**src/rtl/cmr_pkg.sv**
```systemverilog
package cmr_pkg;
    localparam int CMR_AW = 15;

    localparam logic [CMR_AW-1:0] A_COR      = 15'h4000;
    localparam logic [CMR_AW-1:0] A_CCR      = 15'h4002;
    localparam logic [CMR_AW-1:0] A_SCR      = 15'h4006;
    localparam logic [CMR_AW-1:0] A_CSR      = 15'h4100;
    localparam logic [CMR_AW-1:0] A_WPR      = 15'h4104;
    localparam logic [CMR_AW-1:0] A_SLP_BASE = 15'h4118;

    localparam int SEL_COR = 0;
    localparam int SEL_CCR = 1;
    localparam int SEL_SCR = 2;
    localparam int SEL_CSR = 3;
    localparam int SEL_WPR = 4;
    localparam int SEL_SLP = 5;

    typedef enum logic [0:0] {
        ST_RUN  = 1'b0,
        ST_HOLD = 1'b1
    } srst_state_e;
endpackage

```
**src/rtl/cmr_decode.sv**
```systemverilog
module cmr_decode
    import cmr_pkg::*;
#(
    parameter int ADDR_W  = 15,
    parameter int NUM_SLP = 2,
    localparam int NSEL   = SEL_SLP + NUM_SLP
) (
    input  logic [ADDR_W-1:0] addr,
    output logic [NSEL-1:0]   sel
);
    always_comb begin
        sel          = '0;
        sel[SEL_COR] = (addr == ADDR_W'(A_COR));
        sel[SEL_CCR] = (addr == ADDR_W'(A_CCR));
        sel[SEL_SCR] = (addr == ADDR_W'(A_SCR));
        sel[SEL_CSR] = (addr == ADDR_W'(A_CSR));
        sel[SEL_WPR] = (addr == ADDR_W'(A_WPR));
        for (int k = 0; k < NUM_SLP; k++) begin
            sel[SEL_SLP+k] = (addr == ADDR_W'(A_SLP_BASE) + ADDR_W'(2 * k));
        end
    end
endmodule

```
**src/rtl/cmr_srst_fsm.sv**
```systemverilog
module cmr_srst_fsm
    import cmr_pkg::*;
(
    input  logic clk,
    input  logic rst_n,
    input  logic cor_we,
    input  logic set_bit,
    output logic hold,
    output logic clr
);
    srst_state_e state_q, state_d;

    always_comb begin
        state_d = state_q;
        unique case (state_q)
            ST_RUN:  if (cor_we && set_bit)  state_d = ST_HOLD;
            ST_HOLD: if (cor_we && !set_bit) state_d = ST_RUN;
            default: state_d = ST_RUN;
        endcase
    end

    always_ff @(posedge clk or negedge rst_n) begin
        if (!rst_n) state_q <= ST_RUN;
        else        state_q <= state_d;
    end

    always_comb begin
        hold = (state_q == ST_HOLD);
        clr  = (state_d == ST_HOLD);
    end

    // the hold is left only by a write with bit 7 clear
    a_r2_hold_sticky: assert property (@(posedge clk) disable iff (!rst_n)
        (state_q == ST_HOLD && !(cor_we && !set_bit)) |=> (state_q == ST_HOLD));
    // the hold is entered only by a write with bit 7 set
    a_r2_enter_by_write: assert property (@(posedge clk) disable iff (!rst_n)
        (state_q == ST_RUN && !(cor_we && set_bit)) |=> (state_q == ST_RUN));
endmodule

```
**src/rtl/cmr_sleep_reg.sv**
```systemverilog
module cmr_sleep_reg #(
    parameter int BITS = 3
) (
    input  logic            clk,
    input  logic            rst_n,
    input  logic            clr,
    input  logic            we,
    input  logic [BITS-1:0] d,
    output logic [BITS-1:0] q
);
    always_ff @(posedge clk or negedge rst_n) begin
        if (!rst_n)   q <= '0;
        else if (clr) q <= '0;
        else if (we)  q <= d;
    end

    // sleep selects move only on a write to their own address
    a_r7_sleep_keep: assert property (@(posedge clk) disable iff (!rst_n)
        (!we && !clr) |=> $stable(q));
    // soft reset leaves the selects cleared
    a_r3_sleep_clear: assert property (@(posedge clk) disable iff (!rst_n)
        clr |=> (q == '0));
endmodule

```
**src/rtl/cmr_regfile.sv**
```systemverilog
module cmr_regfile
    import cmr_pkg::*;
#(
    parameter int ADDR_W        = 15,
    parameter int NUM_PAIRS     = 6,
    parameter int PAIRS_PER_REG = 3,
    localparam int NUM_SLP      = NUM_PAIRS / PAIRS_PER_REG,
    localparam int NSEL         = SEL_SLP + NUM_SLP
) (
    input  logic                 clk,
    input  logic                 rst_n,
    input  logic [ADDR_W-1:0]    att_addr,
    input  logic [7:0]           att_wdata,
    input  logic                 att_we,
    output logic [7:0]           att_rdata,
    input  logic                 wp_switch,
    input  logic                 any_masked,
    input  logic                 all_ready,
    output logic                 card_reset,
    output logic [NUM_PAIRS-1:0] pair_pwdn,
    output logic                 blk_lock_en,
    output logic                 cm_wp,
    output logic                 cis_wp
);
    logic [NSEL-1:0]      sel;
    logic                 hold, clr;
    logic                 pwdn_q;
    logic [7:0]           scr_q;
    logic [2:0]           wpr_q;
    logic [NUM_PAIRS-1:0] sleep_q;

    cmr_decode #(.ADDR_W(ADDR_W), .NUM_SLP(NUM_SLP)) u_dec (
        .addr (att_addr),
        .sel  (sel)
    );

    cmr_srst_fsm u_fsm (
        .clk     (clk),
        .rst_n   (rst_n),
        .cor_we  (att_we && sel[SEL_COR]),
        .set_bit (att_wdata[7]),
        .hold    (hold),
        .clr     (clr)
    );

    for (genvar k = 0; k < NUM_SLP; k++) begin : g_slp
        cmr_sleep_reg #(.BITS(PAIRS_PER_REG)) u_slp (
            .clk   (clk),
            .rst_n (rst_n),
            .clr   (clr),
            .we    (att_we && sel[SEL_SLP+k]),
            .d     (att_wdata[PAIRS_PER_REG-1:0]),
            .q     (sleep_q[k*PAIRS_PER_REG +: PAIRS_PER_REG])
        );
    end

    always_ff @(posedge clk or negedge rst_n) begin
        if (!rst_n) begin
            pwdn_q <= 1'b0;
            wpr_q  <= '0;
        end else if (clr) begin
            pwdn_q <= 1'b0;
            wpr_q  <= '0;
        end else if (att_we) begin
            if (sel[SEL_CCR]) pwdn_q <= att_wdata[2];
            if (sel[SEL_WPR]) wpr_q  <= att_wdata[2:0];
        end
    end

    always_ff @(posedge clk or negedge rst_n) begin
        if (!rst_n)                      scr_q <= '0;
        else if (att_we && sel[SEL_SCR]) scr_q <= att_wdata;
    end

    always_comb begin
        att_rdata = 8'h00;
        if (sel[SEL_COR]) att_rdata = {hold, 7'b0};
        if (sel[SEL_CCR]) att_rdata = {5'b0, pwdn_q, 2'b0};
        if (sel[SEL_SCR]) att_rdata = scr_q;
        if (sel[SEL_CSR]) att_rdata = {any_masked, |sleep_q, hold, wpr_q[1],
                                       pwdn_q, wpr_q[0], wp_switch, all_ready};
        if (sel[SEL_WPR]) att_rdata = {5'b0, wpr_q};
        for (int k = 0; k < NUM_SLP; k++) begin
            if (sel[SEL_SLP+k]) att_rdata = 8'(sleep_q[k*PAIRS_PER_REG +: PAIRS_PER_REG]);
        end
    end

    always_comb begin
        card_reset  = hold;
        pair_pwdn   = {NUM_PAIRS{pwdn_q}} & sleep_q;
        blk_lock_en = wpr_q[2];
        cm_wp       = wpr_q[1];
        cis_wp      = wpr_q[0];
    end

    // a write of bit 7 to the option register raises the reset line next cycle
    a_r2_reset_rises: assert property (@(posedge clk) disable iff (!rst_n)
        (att_we && sel[SEL_COR] && att_wdata[7]) |=> card_reset);
    // nothing controlled by the cleared registers is active during the hold
    a_r3_hold_quiet: assert property (@(posedge clk) disable iff (!rst_n)
        card_reset |-> (pair_pwdn == '0 && !blk_lock_en && !cm_wp && !cis_wp));
    // socket/copy value changes only on its own write, soft reset included
    a_r5_scr_keep: assert property (@(posedge clk) disable iff (!rst_n)
        !(att_we && sel[SEL_SCR]) |=> $stable(scr_q));
    // a pair powers down only while the global bit is set
    a_r8_pair_gate: assert property (@(posedge clk) disable iff (!rst_n)
        (|pair_pwdn) |-> pwdn_q);
    // writes outside the map leave all state unchanged
    a_r10_unmapped_write: assert property (@(posedge clk) disable iff (!rst_n)
        (att_we && sel == '0) |=> $stable({hold, pwdn_q, scr_q, wpr_q, sleep_q}));
    // the status byte is not writable
    a_r9_csr_readonly: assert property (@(posedge clk) disable iff (!rst_n)
        (att_we && sel[SEL_CSR]) |=> $stable({hold, pwdn_q, scr_q, wpr_q, sleep_q}));
endmodule

```
**config.mk**
```make
export PLATFORM = sky130hd
export DESIGN_NAME = cmr_regfile
export DESIGN_NICKNAME = d
export VERILOG_FILES = /design/src/rtl/cmr_pkg.sv /design/src/rtl/cmr_decode.sv /design/src/rtl/cmr_srst_fsm.sv /design/src/rtl/cmr_sleep_reg.sv /design/src/rtl/cmr_regfile.sv
export SDC_FILE = /design/constraint.sdc
export NUM_CORES = 1
export LEC_CHECK = 0
export ABC_AREA = 1
export CAP_MARGIN = 10
export CORE_MARGIN = 5
export CORE_UTILIZATION = 25
export CTS_BUF_LIST = sky130_fd_sc_hd__clkbuf_16
export DETAILED_ROUTE_END_ITERATION = 8
export PLACE_DENSITY = 0.55
export RECOVER_POWER = 100
export SETUP_SLACK_MARGIN = 0.15
export SYNTH_ARGS = -nofsm -noshare
export SYNTH_HDL_FRONTEND = slang
export SYNTH_SLANG_ARGS = --single-unit
```
**constraint.sdc**
```tcl
create_clock -name clk -period 1.4 [get_ports clk]
set_clock_uncertainty 0.2 [all_clocks]
set_input_delay 0.14 -clock clk [delete_from_list [all_inputs] [get_ports clk]]
set_output_delay 0.14 -clock clk [all_outputs]
set_load 0.01 [all_outputs]
```
Yosys cells after proc, flatten, opt, wreduce, memory -nomap -nowiden
Index checks and enable logic that the tools add are counted.
Word-level totals
  register bits: 19
  bits in latches: 0
  memory bits (writable): 0
  memory bits (read-only): 0
  output and inout bits: 18
  memories: 0
Cells by class
  $add $sub $neg: 0
  multiply operators: 0
  divide/modulo/power cells: 0
  magnitude comparators: 0
  equal/unequal tests: 7
  shift-type cells: 0
  mux-type cells: 20
  bitwise logic cells: 2
  reduce and logical (&&, ||, !) cells: 15
Operators with widths (count)
  $eq A15 B15 Y1 const B: 7
  $mux W8: 7
  $mux W3: 7
  $reduce_bool A2 Y1: 5
  $and A6 B6 Y6: 1
  $logic_and A1 B1 Y1: 6
  $reduce_or A6 Y1: 1
  $mux W1: 5
  $reduce_and A2 Y1: 2
  $pmux W1 S2: 1
  $logic_not A1 Y1: 1
  $not A1 Y1: 1

Logic depth before layout (Yosys ltp)
  depth in word-level cells: 8
  mapped depth: 10
  mapped depth without buffers: 10

Hierarchy
Synthesis repeated with hierarchy kept, for this count alone.
Unflattened totals
  cells, all modules: 201
  area total of the unflattened synthesis: 1381.3 µm²
Modules (own cells, without submodules)
  cmr_regfile: instances 1, cells an instance 117, area an instance 845.8 µm², sequential area each 300.3 µm²
  cmr_decode: instances 1, cells an instance 51, area an instance 250.2 µm², sequential area each 0.0 µm²
  cmr_sleep_reg: instances 2, cells an instance 14, area an instance 122.6 µm², sequential area each 75.1 µm²
  cmr_srst_fsm: instances 1, cells an instance 5, area an instance 40.0 µm², sequential area each 25.0 µm²

Worst setup path before layout
Ideal clock, no wire load.
  kind: input port to output port
  start: input port att_addr[13]
  end: output port att_rdata[5]
  arrival: 1.148 ns
  required time: 1.060 ns
  slack: -0.088 ns
  stages on the path: 7
  path buffers: 0
  cell sequence: nor2_1 > nand2_2 > nor2_4 > nand2_1 > nor2_4 > a21oi_1 > a211oi_1
Between the ends
  longest elaborated chain between the ends: 7
  elaborated cells on any way between the ends: 12
  those cells by class: eq/ne: 6; mux: 6
Ends and longest elaborated chain
  start: declaration: line cmr_regfile.sv:12  | input logic [ADDR_W-1:0] att_addr,
  $eq A15 B15 Y1: line cmr_decode.sv:14  | sel[SEL_CCR] = (addr == ADDR_W'(A_CCR));
  $mux W8: line cmr_regfile.sv:78  | if (sel[SEL_CCR]) att_rdata = {5'b0, pwdn_q, 2'b0};
  $mux W8: line cmr_regfile.sv:79  | if (sel[SEL_SCR]) att_rdata = scr_q;
  $mux W8: line cmr_regfile.sv:80  | if (sel[SEL_CSR]) att_rdata = {any_masked, |sleep_q, hold, wpr_q[1],
  $mux W8: line cmr_regfile.sv:82  | if (sel[SEL_WPR]) att_rdata = {5'b0, wpr_q};
  $mux W8: line cmr_regfile.sv:84  | if (sel[SEL_SLP+k]) att_rdata = 8'(sleep_q[k*PAIRS_PER_REG +: PAIRS_PER_REG]);
  $mux W8 *: line cmr_regfile.sv:84
  end: declaration: line cmr_regfile.sv:15  | output logic [7:0] att_rdata,
Every way passes the cells marked *; elsewhere a longest branch is shown, timed or not.

Worst setup path in the final report
  start: input port att_addr[4]
  end: output port att_rdata[2]
Same word-level chain as after synthesis.

==> results.py <==
metrics = {
    "setup_path": {
        "critPathCaptureType": "output port",
        "crit_family": "simple AND/OR/NAND/NOR gates",
        "cp.arrival_ns": 1.42,
        "cp_slowest_stage_delay_ns": 0.20,
        "startpoint_type": "primary input",
        "worstPathCellList": "buf_8 > nor2_4 > nand2_4 > nor2_4 > inv_2 > nor2_4 > nand2_1 > o21ai_1 > nor2_1 > o21ai_2 > buf_2",
        "cp_slowest_cell": "nor2_4",
        "crit_buf_inv": 3,
        "crit_type": "primary input to output port",
        "crit_path_frequent_cell": "nor2_4",
        "cp_max_fo": 5,
        "crit_required_ns": 1.06,
    },
    "placement": {
        "port_buffers": 46,
        "dp_hpwl_mm": 3.41,
        "gp_congestion": 0.792,
    },
    "sta": {
        "relSlewSlack_pct": 67.3,
        "slew_viol_final": 0,
        "worst_slack_ns": -0.357,
        "finalSetupViolations": 26,
        "rsz0062_at_grt": "true",
        "finalCritPeriodShare_pct": 125,
        "fmax_ghz": 0.569,
        "hold_violations": 0,
        "period_needed_ns": 1.76,
        "worst_pin_slew_ns": 0.490,
    },
    "run_status": {
        "status": "complete, but fails checks",
        "violations": "setup timing",
    },
    "global_route": {
        "overflow": 0,
        "antenna_found_initial": 0,
        "grtUsageMet3_pct": 3.36,
        "gr-max-usage-layer": "met2",
        "grt_max_degree": 20,
        "use_met1_pct": 19.6,
        "grt_pass1_wl_mm": 9.38,
        "track_usage_pct": 16.2,
        "grt_pass1_vias": 1978,
        "gr-usage-met2_pct": 28.4,
    },
    "synth": {
        "synth_area_per_cell_um2": 6.84,
        "synth-seq-cells": 19,
        "syn_area_um2": 1370,
        "ys_types": 22,
        "yosys_warnings": 0,
        "ys_seq_area_share_pct": 34.8,
        "syn-num-nets": 229,
        "synth_cells": 200,
    },
    "clock_network": {
        "cts_hold_buf": 0,
        "cts_buffers": 3,
        "clock-root-buffer": "clkbuf_16",
        "cts_buffer_depth": 2,
        "clk-insertion-delay-late_ns": 0.25,
        "clock_sinks": 19,
        "tritoncts": "yes",
        "clk_pin_slew_ns": 0.05,
        "htreeDepth": 1,
    },
    "route": {
        "routedWlPerCell_um": 13.9,
        "dr.pass1.iters": 4,
        "vias_per_cell": 4.62,
        "routed_wl_mm": 5.47,
        "drtIter0Drc": 54,
        "drc": 0,
        "ant_nets": 0,
        "num_vias": 1810,
    },
    "flow_run": {
        "maxCapViolations": 0,
    },
    "hold_path": {
        "hp-class": "primary input to asynchronous set/reset pin",
    },
    "floorplan": {
        "die_w_um": 84.0,
        "core_um2": 5410,
        "initial_core_util_pct": 25.3,
        "rows": 27,
        "dieArea_um2": 7050,
        "io_pins": 47,
        "die_y_um": 84.0,
    },
    "cells_and_area": {
        "nFillCells": 496,
        "final_nets": 350,
        "syn_to_final_growth_pct": 126,
        "antenna_cells": 0,
        "finish.utilization_pct": 57.1,
        "drive_above_1_share_pct": 63.1,
    },
    "power": {
        "powerDensity_nw_per_um2": 449,
        "leakage_nw": 1.53,
        "power_mw": 1.38,
        "peakVddDrop_v": 0.000384,
    },
}
[final timing paths]
path	from	to	slack (ns)	cells after the start
worst max-delay path	att_addr[4]	att_rdata[2]	-0.36	11
worst min-delay path	rst_n	g_slp[1].u_slp.q[2]	0.18	2
worst max register to register	u_fsm.hold	g_slp[1].u_slp.q[1]	-0.06	8
worst min register to register	scr_q[6]	scr_q[6]	0.30	2
max in group asynchronous	rst_n	wpr_q[0]	0.48	2
min in group clk	att_wdata[6]	scr_q[6]	0.24	3
[power breakdown]
group | switching, mW | internal, mW | leakage [nW]
clock | 0.204 | 0.383 | 0.0409
combinational | 0.112 | 0.135 | 1.23
sequential | 0.000145 | 0.550 | 0.260
total | 0.317 | 1.07 | 1.53
[Yosys cell counts]
master	instances	area, µm²
a211oi_1	1	7.51
a21oi_1	7	35.0
buf_6	2	22.5
clkbuf_1	2	7.51
dfrtp_1	19	475
inv_1	27	101
inv_2	3	11.3
nand2_1	54	203
nand2_2	2	12.5
nand3_1	32	160
nand3_2	3	30.0
nand3b_2	1	11.3
nand4_1	7	43.8
nand4_2	1	12.5
nor2_1	15	56.3
nor2_2	6	37.5
nor2_4	5	56.3
nor3_2	2	20.0
nor4_1	1	6.26
nor4_2	1	12.5
o21ai_0	7	35.0
o21ai_1	2	10.0
[repair_timing]
action	in CTS	in global routing
buffers inserted	22	4
setup endpoints to repair	37	37
gates resized for setup	227	40
pin swaps	39	18
gates cloned	4	0
[state kept, by name, indices dropped and copies added (netlist names)]
name           flops
g_slp.u_slp.q      6
wpr_q              3
scr_q              8
pwdn_q             1
u_fsm.hold         1
[routing by layer]
metal	share of wire [%]	vias to the layer above
met1	40	865
met2	54	41
met3	4.2	7
met4	1.3	0
li1	-	897
met5	0	-
[area by class of cell]
type | instances | area (µm²) | area share, %
well taps | 72 | 90.1 | 2.92
repair buffers | 119 | 1200 | 38.8
flip-flops and latches | 19 | 475 | 15.4
multi-input cells | 148 | 1120 | 36.5
clock inverters | 1 | 5.00 | 0.162
inverters | 30 | 118 | 3.81
clock buffers | 3 | 75.1 | 2.43
[stage by stage]
step	std cells	hold slack [ns]	TNS, ns	cell area, µm²	setup slack [ns]
after floorplan	200	-0.356	-0.0755	1460	-0.0472
after global placement	359	0.263	-21.28	2330	-1.08
after detailed placement	359	0.263	-21.49	2330	-1.11
after CTS	389	0.0419	-4.08	2940	-0.368
after global routing	392	0.230	-7.03	3090	-0.447
final	392	0.185	-4.81	3090	-0.357
[logic make-up (layout without fill, tap and decap cells)]
logic type | after synthesis | in the layout | share of synthesized area [%]
compound gates | 17 | 17 | 6.40
flops | 19 | 19 | 34.8
simple gates | 130 | 131 | 48.4
buf+inv | 34 | 153 | 10.4
[cell usage in the layout, fill, tap and decap left out, types with 2 or more instances in the layout]
cell | synthesis | final
buf_6 | 2 | 50
nand2_1 | 54 | 35
buf_4 | 0 | 28
nand3_2 | 3 | 19
dfrtp_1 | 19 | 19
inv_1 | 27 | 15
nand2_2 | 2 | 14
nor2_4 | 5 | 13
inv_2 | 3 | 13
buf_2 | 0 | 13
nand3_1 | 32 | 11
clkdlybuf4s50_1 | 0 | 11
nand4_1 | 7 | 7
nor2_1 | 15 | 7
nand2_4 | 0 | 6
nor2_2 | 6 | 6
nand3_4 | 0 | 6
a21oi_2 | 0 | 6
o21ai_0 | 7 | 5
buf_12 | 0 | 5
o21ai_1 | 2 | 3
clkbuf_16 | 0 | 3
buf_16 | 0 | 3
inv_4 | 0 | 2
nor3_2 | 2 | 2
clkbuf_2 | 0 | 2
clkbuf_1 | 2 | 2
clkbuf_4 | 0 | 2
(Power assumes the default switching activity.)
